<file path="config.mk">
export PLATFORM = sky130hd
export DESIGN_NAME = cke_pdn_seq
export DESIGN_NICKNAME = d
export VERILOG_FILES = /design/src/rtl/cke_pdn_pkg.sv /design/src/rtl/cke_pdn_delay.sv /design/src/rtl/cke_pdn_counter.sv /design/src/rtl/cke_pdn_seq.sv
export SDC_FILE = /design/constraint.sdc
export NUM_CORES = 1
export LEC_CHECK = 0
export ABC_AREA = 0
export BUFFER_PORTS_ARGS = -buffer_cell sky130_fd_sc_hd__buf_2
export CAP_MARGIN = 20
export CELL_PAD_IN_SITES_DETAIL_PLACEMENT = 1
export CELL_PAD_IN_SITES_GLOBAL_PLACEMENT = 1
export CORE_MARGIN = 1
export CORE_UTILIZATION = 41
export DETAILED_ROUTE_END_ITERATION = 10
export GPL_TIMING_DRIVEN = 0
export PLACE_DENSITY_LB_ADDON = 0.1
export SLEW_MARGIN = 15
export SYNTH_ARGS = -nofsm -noshare
export SYNTH_HDL_FRONTEND = slang
export SYNTH_SLANG_ARGS = --single-unit
</file>
<file path="constraint.sdc">
create_clock -name clk -period 8.4 [get_ports clk]
set_clock_uncertainty 0.05 [all_clocks]
set_input_delay 0.42 -clock clk [delete_from_list [all_inputs] [get_ports clk]]
set_output_delay 0.42 -clock clk [all_outputs]
set_load 0.03 [all_outputs]
</file>
<file path="src/rtl/cke_pdn_pkg.sv">
package cke_pdn_pkg;

    typedef enum logic [2:0] {
        ST_IDLE  = 3'd0,
        ST_WAIT  = 3'd1,
        ST_DRAIN = 3'd2,
        ST_PD    = 3'd3,
        ST_EXIT  = 3'd4
    } pdn_state_e;

    function automatic int unsigned max_u(input int unsigned a, input int unsigned b);
        return (a > b) ? a : b;
    endfunction

endpackage

</file>
<file path="src/rtl/cke_pdn_delay.sv">
module cke_pdn_delay #(
    parameter int LAT_W = 4,
    parameter int BL_W  = 4,
    parameter int XP_W  = 4,
    parameter int CNT_W = 6
) (
    input  logic [LAT_W-1:0] rd_lat,
    input  logic [BL_W-1:0]  burst_len,
    input  logic [LAT_W-1:0] t_wtr,
    input  logic [LAT_W-1:0] t_wr,
    input  logic             use_wr,
    input  logic             slow_exit,
    input  logic [XP_W-1:0]  xp_fast,
    input  logic [XP_W-1:0]  xp_slow,
    output logic [CNT_W-1:0] entry_load,
    output logic [CNT_W-1:0] exit_load
);

    logic [LAT_W-1:0] wr_lat;
    logic [LAT_W-1:0] recovery;
    logic [BL_W-1:0]  half_burst;
    logic [CNT_W-1:0] entry_sum;
    logic [XP_W-1:0]  exit_sel;

    always_comb begin
        wr_lat     = (rd_lat == '0) ? '0 : rd_lat - LAT_W'(1);
        recovery   = use_wr ? t_wr : t_wtr;
        half_burst = burst_len >> 1;
        entry_sum  = CNT_W'(wr_lat) + CNT_W'(half_burst) + CNT_W'(recovery);
        exit_sel   = slow_exit ? xp_slow : xp_fast;
        // Counter is loaded with (delay - 1) so the final edge lands on the delay count.
        entry_load = (entry_sum == '0) ? '0 : entry_sum - CNT_W'(1);
        exit_load  = (exit_sel == '0) ? '0 : CNT_W'(exit_sel) - CNT_W'(1);
    end

endmodule

</file>
<file path="src/rtl/cke_pdn_counter.sv">
module cke_pdn_counter #(
    parameter int CNT_W = 6
) (
    input  logic             clk,
    input  logic             rst,
    input  logic             load,
    input  logic [CNT_W-1:0] load_val,
    output logic             cnt_zero
);

    logic [CNT_W-1:0] cnt_q;

    always_ff @(posedge clk) begin
        if (rst) begin
            cnt_q <= '0;
        end else if (load) begin
            cnt_q <= load_val;
        end else if (cnt_q != '0) begin
            cnt_q <= cnt_q - CNT_W'(1);
        end
    end

    assign cnt_zero = (cnt_q == '0);

    // an idle counter stays at zero and never wraps.
    a_r12_sat_zero: assert property (@(posedge clk) disable iff (rst)
        (cnt_zero && !load) |=> cnt_zero);

    // without a load the count only moves downward by one.
    a_r12_step_down: assert property (@(posedge clk) disable iff (rst)
        (!cnt_zero && !load) |=> (cnt_q == $past(cnt_q) - CNT_W'(1)));

endmodule

</file>
<file path="src/rtl/cke_pdn_seq.sv">
module cke_pdn_seq
    import cke_pdn_pkg::*;
#(
    parameter int LAT_W = 4,
    parameter int BL_W  = 4,
    parameter int XP_W  = 4
) (
    input  logic             clk,
    input  logic             rst,
    input  logic             wr_cmd,
    input  logic             wr_ap,
    input  logic             pd_req,
    input  logic             wake_req,
    input  logic [LAT_W-1:0] cfg_rl,
    input  logic [BL_W-1:0]  cfg_bl,
    input  logic [LAT_W-1:0] cfg_twtr,
    input  logic [LAT_W-1:0] cfg_wr,
    input  logic             cfg_slow_exit,
    input  logic [XP_W-1:0]  cfg_xp_fast,
    input  logic [XP_W-1:0]  cfg_xp_slow,
    output logic             cke,
    output logic             cmd_ok,
    output logic             force_nop
);

    localparam int unsigned MAX_ENTRY = (2**LAT_W - 2) + ((2**BL_W - 1) / 2) + (2**LAT_W - 1);
    localparam int unsigned MAX_EXIT  = 2**XP_W - 1;
    localparam int unsigned MAX_ANY   = max_u(MAX_ENTRY, MAX_EXIT);
    localparam int          CNT_W     = $clog2(MAX_ANY + 1);

    pdn_state_e       state_q;
    pdn_state_e       state_d;
    logic [CNT_W-1:0] entry_load;
    logic [CNT_W-1:0] exit_load;
    logic             cnt_zero;
    logic             ld_entry;
    logic             ld_exit;
    logic             cnt_load;
    logic [CNT_W-1:0] cnt_val;
    logic             cke_q;

    cke_pdn_delay #(
        .LAT_W (LAT_W),
        .BL_W  (BL_W),
        .XP_W  (XP_W),
        .CNT_W (CNT_W)
    ) u_delay (
        .rd_lat     (cfg_rl),
        .burst_len  (cfg_bl),
        .t_wtr      (cfg_twtr),
        .t_wr       (cfg_wr),
        .use_wr     (wr_ap),
        .slow_exit  (cfg_slow_exit),
        .xp_fast    (cfg_xp_fast),
        .xp_slow    (cfg_xp_slow),
        .entry_load (entry_load),
        .exit_load  (exit_load)
    );

    always_comb begin
        ld_entry = wr_cmd && ((state_q == ST_IDLE) || (state_q == ST_WAIT) || (state_q == ST_DRAIN));
        ld_exit  = wake_req && (state_q == ST_PD);
        cnt_load = ld_entry || ld_exit;
        cnt_val  = ld_exit ? exit_load : entry_load;
    end

    cke_pdn_counter #(
        .CNT_W (CNT_W)
    ) u_cnt (
        .clk      (clk),
        .rst      (rst),
        .load     (cnt_load),
        .load_val (cnt_val),
        .cnt_zero (cnt_zero)
    );

    // Next-state logic
    always_comb begin
        state_d = state_q;
        unique case (state_q)
            ST_IDLE: begin
                if (wr_cmd) begin
                    state_d = pd_req ? ST_DRAIN : ST_WAIT;
                end else if (pd_req) begin
                    state_d = ST_PD;
                end
            end
            ST_WAIT: begin
                if (wr_cmd) begin
                    state_d = pd_req ? ST_DRAIN : ST_WAIT;
                end else if (pd_req) begin
                    state_d = cnt_zero ? ST_PD : ST_DRAIN;
                end else if (cnt_zero) begin
                    state_d = ST_IDLE;
                end
            end
            ST_DRAIN: begin
                if (!wr_cmd && cnt_zero) begin
                    state_d = ST_PD;
                end
            end
            ST_PD: begin
                if (wake_req) begin
                    state_d = ST_EXIT;
                end
            end
            ST_EXIT: begin
                if (cnt_zero) begin
                    state_d = ST_IDLE;
                end
            end
            default: state_d = ST_IDLE;
        endcase
    end

    // State register
    always_ff @(posedge clk) begin
        if (rst) begin
            state_q <= ST_IDLE;
        end else begin
            state_q <= state_d;
        end
    end

    // Output register: clock-enable changes only on the edge
    always_ff @(posedge clk) begin
        if (rst) begin
            cke_q <= 1'b1;
        end else begin
            cke_q <= (state_d != ST_PD);
        end
    end

    always_comb begin
        cke       = cke_q;
        cmd_ok    = (state_q == ST_IDLE) || (state_q == ST_WAIT);
        force_nop = !cmd_ok;
    end

    // clock-enable may only drop once the gap counter has run out.
    a_r2_drop_after_gap: assert property (@(posedge clk) disable iff (rst)
        $fell(cke) |-> $past(cnt_zero));

    // clock-enable only rises in answer to a wake request.
    a_r7_rise_on_wake: assert property (@(posedge clk) disable iff (rst)
        $rose(cke) |-> $past(wake_req));

    // no command may pass while clock-enable is low.
    a_r6_nop_when_low: assert property (@(posedge clk) disable iff (rst)
        !cke |-> (force_nop && !cmd_ok));

    // the two command flags are always complementary.
    a_r11_flags_exclusive: assert property (@(posedge clk) disable iff (rst)
        $countones({cmd_ok, force_nop}) == 1);

    // a wake while idle leaves the bus usable.
    a_r9_wake_idle_ignored: assert property (@(posedge clk) disable iff (rst)
        ((state_q == ST_IDLE) && wake_req && !pd_req && !wr_cmd) |=> (cke && cmd_ok));

endmodule

</file>
==> results.toml, run 1 <==
[routing]
dr.pass1.iters = 9
drc = 3
vias_per_cell = 5.66
wl_um = 3170
drt-initial-drc-count = 33
vias = 1233
wl_per_cell_um = 14.5
drtAntennaViolNets = 0

[synth]
synthTopCellsByArea = "dfxtp_1 (16%), ha_1 (13%), mux2_2 (5.4%)"
ys.flop_type = "dfxtp_1"
synth_cells = 153
ys_types = 49
ys_seq_elements = 10
syn_area_um2 = 1260
yosys-top-cells-count = "nor2_1 (14), ha_1 (13), inv_1 (12)"
synth_top_area_share_pct = 15.9
async_flop_share_pct = 0
syn_area_per_cell_um2 = 8.21
ys_seq_area_share_pct = 15.9
synth-edff-count = 0
syn_nets = 199
yosysMostFrequentCell = "nor2_1"
yosys.area.top_type = "dfxtp_1"
yosys_warnings = 0

[sta]
grt_setup_unrepaired = "false"
finalHoldViolCount = 0
slew_headroom_pct = 45.8
min_period_over_period_pct = 43.3
final.min_clock_period_ns = 3.64
finalSetupViolCount = 0
fmax_ghz = 0.275
timing.final.ws_setup_ns = 4.76
worst_pin_slew_ns = 0.792
report.final.slew_viol_count = 0
fin_setup_tns_ns = 0
whs_ns = 0.444

[clocking]
cts_buffers = 3
clock-root-buffer = "clkbuf_4"
cts_resized = 0
cts.clk_slew.worst_paths_ns = 0.07
clock-sinks = 10
hold_buffers = 0
insertion_delay_ns = 0.27
cts_setup_buffers = 0
cts_tree = "done"
cts_buffer_depth = 2
htree_levels = 1

[outcome]
outcome = "complete, but fails checks"
violations = "design-rule violations"

[flow_run]
maxCapViolations = 0

[die]
start_util_pct = 44.4
io_pins = 34
num_rows = 19
design.core.area_um2 = 2830
fp.dieW_um = 57.4
fp.dieH_um = 57.4
dieArea_um2 = 3290

[power_and_ir_drop]
power.density_nw_per_um2 = 210
ir_drop_v = 0.000136
cellLeakagePower_nw = 0.684
power.total_w = 0.000312

[global_route]
track_usage_pct = 20.2
grt_overflow = 0
grt_pass1_wl_um = 5180
antenna_found_initial = 0
grt_pass1_vias = 1196
grt_max_degree = 10

[finish]
diodes = 0
nNetsFinal = 234
final_cells = 218
final.fill_count = 382
syn2layout_area_growth_pct = 17.9
drive_gt1_share_pct = 26.2

[placement]
place_ws_ns = 4.51
post-dp-hpwl_um = 2710
port_buffers = 30
gp_congestion = 0.768
dpl.cell_count = 214

[critical_path]
path_class = "primary input to flop"
r2r_setup_slack_ns = 6.47
crit_arrival_ns = 3.73
cp.required_ns = 8.49
start_kind = "primary input"
endpoint_kind = "flop"
critPathMaxStageDelay_ns = 0.71
crit_family = "adder cells"
path_cells = "buf_2 -> nor3_1 -> nor2_1 -> ha_1 -> fa_1 -> fa_1 -> inv_1 -> ha_1 -> inv_1 -> a2111oi_0 -> o221ai_2 -> o21ai_1 -> a221oi_1"
cp_max_fo = 5
cpMaxStageDelayCell = "a2111oi_0"
crit_buf_inv = 3

[min_path]
hold_path.class = "primary input to flop"
-- worst register-to-register path, cell delays in order (launching register included) --
cell and delay, ns:
dfxtp_1 0.30, clkbuf_1 0.26, nand3_1 0.17, nor2_1 0.42, and2_1 0.25, a21oi_1 0.08, a221oi_1 0.30
-- cells by family (layout without fill, tap and decap cells) --
family	count (synthesis)	count (layout)	synth area share, %
simple gates	43	43	16.9
buf+inv	17	51	5.78
fa+ha+maj	15	15	16.1
compound gates	45	45	27.6
xor+xnor	14	14	9.76
flops	10	10	15.9
mux	9	9	7.87
-- metrics by stage --
stage	cell area [um2]	util, %
floorplan	1260	-
global placement	1450	51.1
detailed placement	1450	51.1
CTS	1480	52.4
global route	1480	52.4
finish	1480	52.4
-- routing by layer --
metal  track usage (%)  share of wire, %  up-vias
met2              37.2                52       19
met4              7.32               1.3        0
met1              24.1                44      574
li1                  -                 -      636
met3              2.04               2.5        4
met5                 0                 0        -
-- cell type report --
class / count / area (um2) / share of cell area [%]
multi-input combinational: 126 / 983 / 66.4
sequential: 10 / 200 / 13.5
timing repair buffer: 30 / 150 / 10.1
inverter: 12 / 45.0 / 3.04
tap: 31 / 38.8 / 2.62
clock buffer: 4 / 36.3 / 2.45
buffer: 5 / 27.5 / 1.86
-- path summary, 6_finish.rpt --
kind | from | to | cells past startpoint
worst max register to register | state_q[1] | u_cnt.cnt_q[1] | 6
worst min-delay path | pd_req | state_q[1] | 3
worst min register to register | u_cnt.cnt_q[4] | u_cnt.cnt_q[4] | 2
worst max-delay path | cfg_rl[2] | u_cnt.cnt_q[1] | 13
-- report_power, final --
part	total, W	switching [W]	internal [W]
Clock	0.0000440	0.0000176	0.0000264
Combinational	0.000192	0.000104	0.0000874
Sequential	0.0000761	0.0000156	0.0000605
-- state kept, by name, indices dropped and copies added (netlist names) --
name / count
state_q: 3
cke: 1
u_cnt.cnt_q: 6
-- cell usage in the layout, fill, tap and decap left out, types with 2 or more instances in the layout --
master,n
or3_1,2
a21oi_1,9
buf_2,31
xnor2_1,7
mux2_2,6
o32ai_1,2
nand2_1,8
fa_1,2
a221oi_1,3
inv_1,12
o41ai_1,2
xor2_1,7
nor3_1,5
mux2i_1,2
nand3_1,3
o21ai_0,4
clkbuf_1,2
and2_1,2
o211ai_1,2
nand2b_1,2
dfxtp_1,10
clkbuf_4,3
ha_1,13
nor2_1,14
a41oi_1,2
o21ai_1,5
a21o_1,3
(Power assumes the default switching activity.)
==> run 2: changes to the inputs <==
--- a/config.mk
+++ b/config.mk
@@ -11,7 +11,7 @@
 export CELL_PAD_IN_SITES_DETAIL_PLACEMENT = 1
 export CELL_PAD_IN_SITES_GLOBAL_PLACEMENT = 1
 export CORE_MARGIN = 1
-export CORE_UTILIZATION = 41
+export CORE_UTILIZATION = 34
 export DETAILED_ROUTE_END_ITERATION = 10
 export GPL_TIMING_DRIVEN = 0
 export PLACE_DENSITY_LB_ADDON = 0.1
==> constraint.sdc (replaced) <==
create_clock -name clk -period 2.95 [get_ports clk]
set_clock_uncertainty 0.05 [all_clocks]
set_input_delay 0.1475 -clock clk [delete_from_list [all_inputs] [get_ports clk]]
set_output_delay 0.1475 -clock clk [all_outputs]
set_load 0.03 [all_outputs]
==> run 2 against run 1 <==
- routed wire length up 1.3%
- sequential power rose to 2.8 times the previous value
- worst hold slack worse by 0.23 ns
- the flow now finishes without violations
- register-to-register slack worse by 5.5 ns
- largest power group unchanged
- design area up 9.3%
- largest cell class unchanged
==> results.toml, run 2 (same netlist as run 1, synthesis figures left out) <==
[sta]
finalSetupViolCount = 0
fmax_ghz = 0.358
finalHoldViolCount = 0
grt_setup_unrepaired = "false"
final.min_clock_period_ns = 2.79
report.final.slew_viol_count = 0
worst_pin_slew_ns = 0.473
whs_ns = 0.210
slew_headroom_pct = 68.3
min_period_over_period_pct = 94.7

[critical_path]
endpoint_kind = "flop"
r2r_end = "u_cnt.cnt_q[1]"
start_kind = "primary input"
r2r_cells = 6
cp.required_ns = 3.04
crit_arrival_ns = 2.88
r2r_setup_slack_ns = 0.96
cp_max_fo = 5
reg2reg_from = "state_q[1]"
path_class = "primary input to flop"

[power_and_ir_drop]
cellLeakagePower_nw = 0.714
power.density_nw_per_um2 = 619
ir_drop_v = 0.000366

[global_route]
grt_pass1_vias = 1271
grt_overflow = 0
track_usage_pct = 17.5
antenna_found_initial = 0
grt_max_degree = 10
grt_pass1_wl_um = 5490

[clocking]
htree_levels = 1
cts.clk_slew.worst_paths_ns = 0.05
insertion_delay_ns = 0.24
clock-root-buffer = "clkbuf_8"
cts_tree = "done"
hold_buffers = 0
clock-sinks = 10
cts_buffers = 3
cts_buffer_depth = 2

[routing]
vias_per_cell = 5.23
dr.pass1.iters = 3
wl_um = 3210
drtAntennaViolNets = 0
vias = 1224
wl_per_cell_um = 13.7
drc = 0
drt-initial-drc-count = 19

[min_path]
min_from = "pd_req"
hold_path.class = "primary input to flop"
holdPathStages = 3
hold_end = "cke"

[die]
dieArea_um2 = 3940
start_util_pct = 36.5
design.core.area_um2 = 3440
fp.dieH_um = 62.8
io_pins = 34
fp.dieW_um = 62.8
num_rows = 21

[placement]
gp_congestion = 0.744
dpl.cell_count = 229
port_buffers = 30
post-dp-hpwl_um = 2660

[finish]
largest_reg_flops = 6
drive_gt1_share_pct = 34.0
diodes = 0
final.fill_count = 430
final_cells = 234
regMostFlops = "u_cnt.cnt_q"
syn2layout_area_growth_pct = 28.9
layout_commonest_cell = "buf_2"
layout_common_cells = "buf_2 (31), nor2_1 (13), inv_1 (11), ha_1 (11), dfxtp_1 (10)"
nNetsFinal = 235

[flow_run]
maxCapViolations = 0

[outcome]
outcome = "completed"
[run 2: critical path, stage by stage]
cell and delay, ns:
buf_2 0.13, nor3_1 0.18, nor2_1 0.07, ha_2 0.19
fa_2 0.50, fa_1 0.58, inv_1 0.07, ha_2 0.20
o2111a_1 0.15, o221ai_4 0.26, nor2_4 0.09, o41ai_2 0.30
[run 2: what timing repair did]
item                       in CTS  in global routing
cloned                          0                  0
setup endpoints to repair       6                  6
gates resized for setup         4                 14
pin swaps                       1                  7
buffers inserted                0                  1
[run 2: metal layers]
layer / routed length (um) / vias to the layer above / global-route usage (%)
met1: 1360 / 560 / 20.0
met2: 1700 / 22 / 31.5
met5: 0 / - / 0
met3: 88 / 5 / 2.55
met4: 59 / 0 / 8.14
li1: - / 637 / -
[run 2: cell type report]
class	count	area, um2	share of cell area, %
timing repair buffer	31	158	9.74
inverter	12	45.0	2.78
multi-input combinational	126	1080	66.5
clock buffer	4	55.1	3.40
sequential	10	200	12.4
tap	46	57.6	3.55
buffer	5	27.5	1.70
[run 2: how the worst max path moves through the flow]
| stage | startpoint | endpoint | slack, ns | cells past startpoint |
|---|---|---|---|---|
| 6_report | cfg_rl[2] | u_cnt.cnt_q[3] | 0.16 | 12 |
| 3_3_place_gp | cfg_rl[2] | u_cnt.cnt_q[3] | -0.37 | 13 |
| 2_1_floorplan | cfg_rl[2] | u_cnt.cnt_q[4] | 0.07 | 12 |
| 5_1_grt | cfg_rl[2] | u_cnt.cnt_q[0] | 0.006 | 13 |
| 3_5_place_dp | cfg_rl[2] | u_cnt.cnt_q[3] | -0.51 | 13 |
| 4_1_cts | cfg_rl[2] | u_cnt.cnt_q[3] | 0.01 | 13 |
[run 2: stage by stage]
step	setup slack (ns)	cell area, um2	power (W)	TNS, ns	util [%]
6_report	0.158	1620	0.00100	0	47.0
5_1_grt	0.00619	1620	0.00109	0	47.0
4_1_cts	0.0146	1540	0.000953	0	44.6
3_5_place_dp	-0.514	1460	0.000759	-2.79	42.5
3_3_place_gp	-0.373	1460	0.000737	-2.05	42.5
2_1_floorplan	0.0686	1260	0.000630	0	-
[run 2: report_power, final]
part | switching [W] | internal (W) | total (W) | leakage [nW]
Combinational | 0.000333 | 0.000278 | 0.000611 | 0.602
Sequential | 0.0000415 | 0.000173 | 0.000214 | 0.0829
Clock | 0.0000601 | 0.000118 | 0.000178 | 0.0288
Total | 0.000435 | 0.000568 | 0.00100 | 0.714
==> run 3: changes to the inputs <==
--- a/config.mk
+++ b/config.mk
@@ -11,7 +11,7 @@
 export CELL_PAD_IN_SITES_DETAIL_PLACEMENT = 1
 export CELL_PAD_IN_SITES_GLOBAL_PLACEMENT = 1
 export CORE_MARGIN = 1
-export CORE_UTILIZATION = 34
+export CORE_UTILIZATION = 38
 export DETAILED_ROUTE_END_ITERATION = 10
 export GPL_TIMING_DRIVEN = 0
 export PLACE_DENSITY_LB_ADDON = 0.1
==> constraint.sdc (replaced) <==
create_clock -name clk -period 2.6 [get_ports clk]
set_clock_uncertainty 0.05 [all_clocks]
set_input_delay 0.13 -clock clk [delete_from_list [all_inputs] [get_ports clk]]
set_output_delay 0.13 -clock clk [all_outputs]
set_load 0.03 [all_outputs]
==> run 3 against run 2 <==
- largest cell class unchanged
- worst setup slack worse by 0.17 ns
- flip-flop and latch count stayed put
- the run now ends with negative setup slack left
- sequential power is 14% higher
- non-clock buffer count grew 2
- design area increased by 6.3%
==> results.toml, run 3 (same netlist as run 1, synthesis figures left out) <==
[min_path]
min_from = "pd_req"
holdPathStages = 3
hold_path.class = "primary input to flop"
hold_end = "state_q[1]"

[power_and_ir_drop]
combPwrFrac_pct = 66.7
power.density_nw_per_um2 = 672
power_frac_seq_pct = 21.1
ir_drop_v = 0.000468
intPower_w = 0.000636
p_clk_share_pct = 12.2
p_switching_w = 0.000520
switching_share_pct = 45.0
cellLeakagePower_nw = 0.734

[die]
fp.dieW_um = 59.5
start_util_pct = 40.5
io_pins = 34
design.core.area_um2 = 3100
num_rows = 20
fp.dieH_um = 59.5
dieArea_um2 = 3540

[finish]
layout_common_cells = "buf_2 (28), nor2_1 (11), inv_1 (10), dfxtp_1 (10), ha_1 (9)"
layout_commonest_cell = "buf_2"
syn2layout_area_growth_pct = 37.0
largest_reg_flops = 6
drive_gt1_share_pct = 41.1
final_cells = 234
diodes = 0
final.fill_count = 396
regMostFlops = "u_cnt.cnt_q"
nNetsFinal = 237

[critical_path]
endpoint_kind = "flop"
r2r_cells = 7
critPathMaxStageDelay_ns = 0.60
reg2reg_from = "state_q[1]"
cpMaxStageDelayCell = "fa_1"
cp_max_fo = 5
crit_arrival_ns = 2.74
path_cells = "buf_4 -> o21ai_0 -> nand2_1 -> fa_2 -> fa_1 -> inv_2 -> ha_4 -> o2111a_1 -> o221ai_4 -> o21ai_1 -> a221oi_2"
r2r_setup_slack_ns = 0.64
cp.required_ns = 2.73
r2r_end = "u_cnt.cnt_q[3]"
start_kind = "primary input"
path_class = "primary input to flop"

[sta]
final.min_clock_period_ns = 2.61
worst_pin_slew_ns = 0.539
finalSetupViolCount = 3
slew_headroom_pct = 63.8
fmax_ghz = 0.383
grt_setup_unrepaired = "true"
min_period_over_period_pct = 100
report.final.slew_viol_count = 0
timing.final.ws_setup_ns = -0.00924
finalHoldViolCount = 0
fin_setup_tns_ns = -0.0224

[placement]
post-dp-hpwl_um = 2560
place_ws_ns = -0.489
gp_congestion = 0.737
port_buffers = 30
dpl.cell_count = 227

[clocking]
cts.clk_slew.worst_paths_ns = 0.07
insertion_delay_ns = 0.26
cts_buffer_depth = 2
clock-sinks = 10
clock-root-buffer = "clkbuf_4"
cts_tree = "done"
cts_buffers = 3
htree_levels = 1

[routing]
drc = 0
wl_um = 3380
vias = 1256
drtAntennaViolNets = 0
dr.pass1.iters = 3
drt-initial-drc-count = 34
wl_per_cell_um = 14.5
vias_per_cell = 5.37

[global_route]
grt_max_degree = 10
antenna_found_initial = 0
grt_pass1_vias = 1234
grt_overflow = 0
grt_pass1_wl_um = 5220
track_usage_pct = 19.2

[flow_run]
maxCapViolations = 0

[outcome]
violations = "negative setup slack"
outcome = "complete, but fails checks"
## run 3: changes by cell type in the layout (fill, tap and decap cells not counted), sizes merged
cell  delta
buf      +2
## run 3: through the flow
step | utilization, % | hold WS (ns) | area (um2) | total power (W)
after floorplan | - | 0.285 | 1270 | 0.000721
after global placement | 47.7 | 0.425 | 1480 | 0.000847
after detailed placement | 47.7 | 0.452 | 1480 | 0.000866
after CTS | 52.4 | 0.163 | 1630 | 0.00108
after global routing | 55.4 | 0.210 | 1720 | 0.00124
final | 55.4 | 0.171 | 1720 | 0.00116
## run 3: power by group through the flow
| stage | sequential [W] | combinational (W) | clock, W |
|---|---|---|---|
| after floorplan | 0.000238 | 0.000483 | 0 |
| after global placement | 0.000243 | 0.000603 | 0 |
| after detailed placement | 0.000246 | 0.000621 | 0 |
| after CTS | 0.000243 | 0.000694 | 0.000146 |
| after global routing | 0.000251 | 0.000843 | 0.000149 |
| final | 0.000244 | 0.000771 | 0.000141 |
## run 3: worst max-delay path by stage
| stage | startpoint | endpoint | slack, ns |
|---|---|---|---|
| final | cfg_rl[2] | u_cnt.cnt_q[1] | -0.009 |
| after global routing | cfg_rl[2] | u_cnt.cnt_q[1] | -0.12 |
| after CTS | cfg_rl[3] | u_cnt.cnt_q[1] | -0.05 |
| after detailed placement | cfg_rl[2] | u_cnt.cnt_q[5] | -0.49 |
| after global placement | cfg_rl[2] | u_cnt.cnt_q[5] | -0.43 |
| after floorplan | cfg_rl[2] | u_cnt.cnt_q[4] | -0.01 |
## run 3: timing repair
action                     in CTS  in global routing
cloned                          0                  0
pin swaps                      13                  6
hold buffers                    0                  0
setup buffers                   2                  1
resized for setup              20                 17
setup endpoints to repair       6                  6
## run 3: per-layer routing
| metal | vias up | track usage, % | routed length (um) |
|---|---|---|---|
| li1 | 640 | - | - |
| met1 | 596 | 23.5 | 1530 |
| met2 | 18 | 35.2 | 1760 |
| met3 | 2 | 1.97 | 70 |
| met4 | 0 | 5.98 | 17 |
| met5 | - | 0 | 0 |
## run 3: critical path, delay by kind of cell
family	cells	cell delay, ns
fa+ha+maj	3	1.26
compound gates	5	0.98
buf+inv	2	0.20
simple gates	1	0.15
## run 3: area by class of cell
cell class	count	area (um2)	area share, %
repair buffers	33	191	11.1
flip-flops and latches	10	200	11.6
clock buffers	4	36.3	2.11
plain buffers	5	27.5	1.60
multi-input cells	126	1160	67.7
well taps	44	55.1	3.20
inverters	12	45.0	2.62
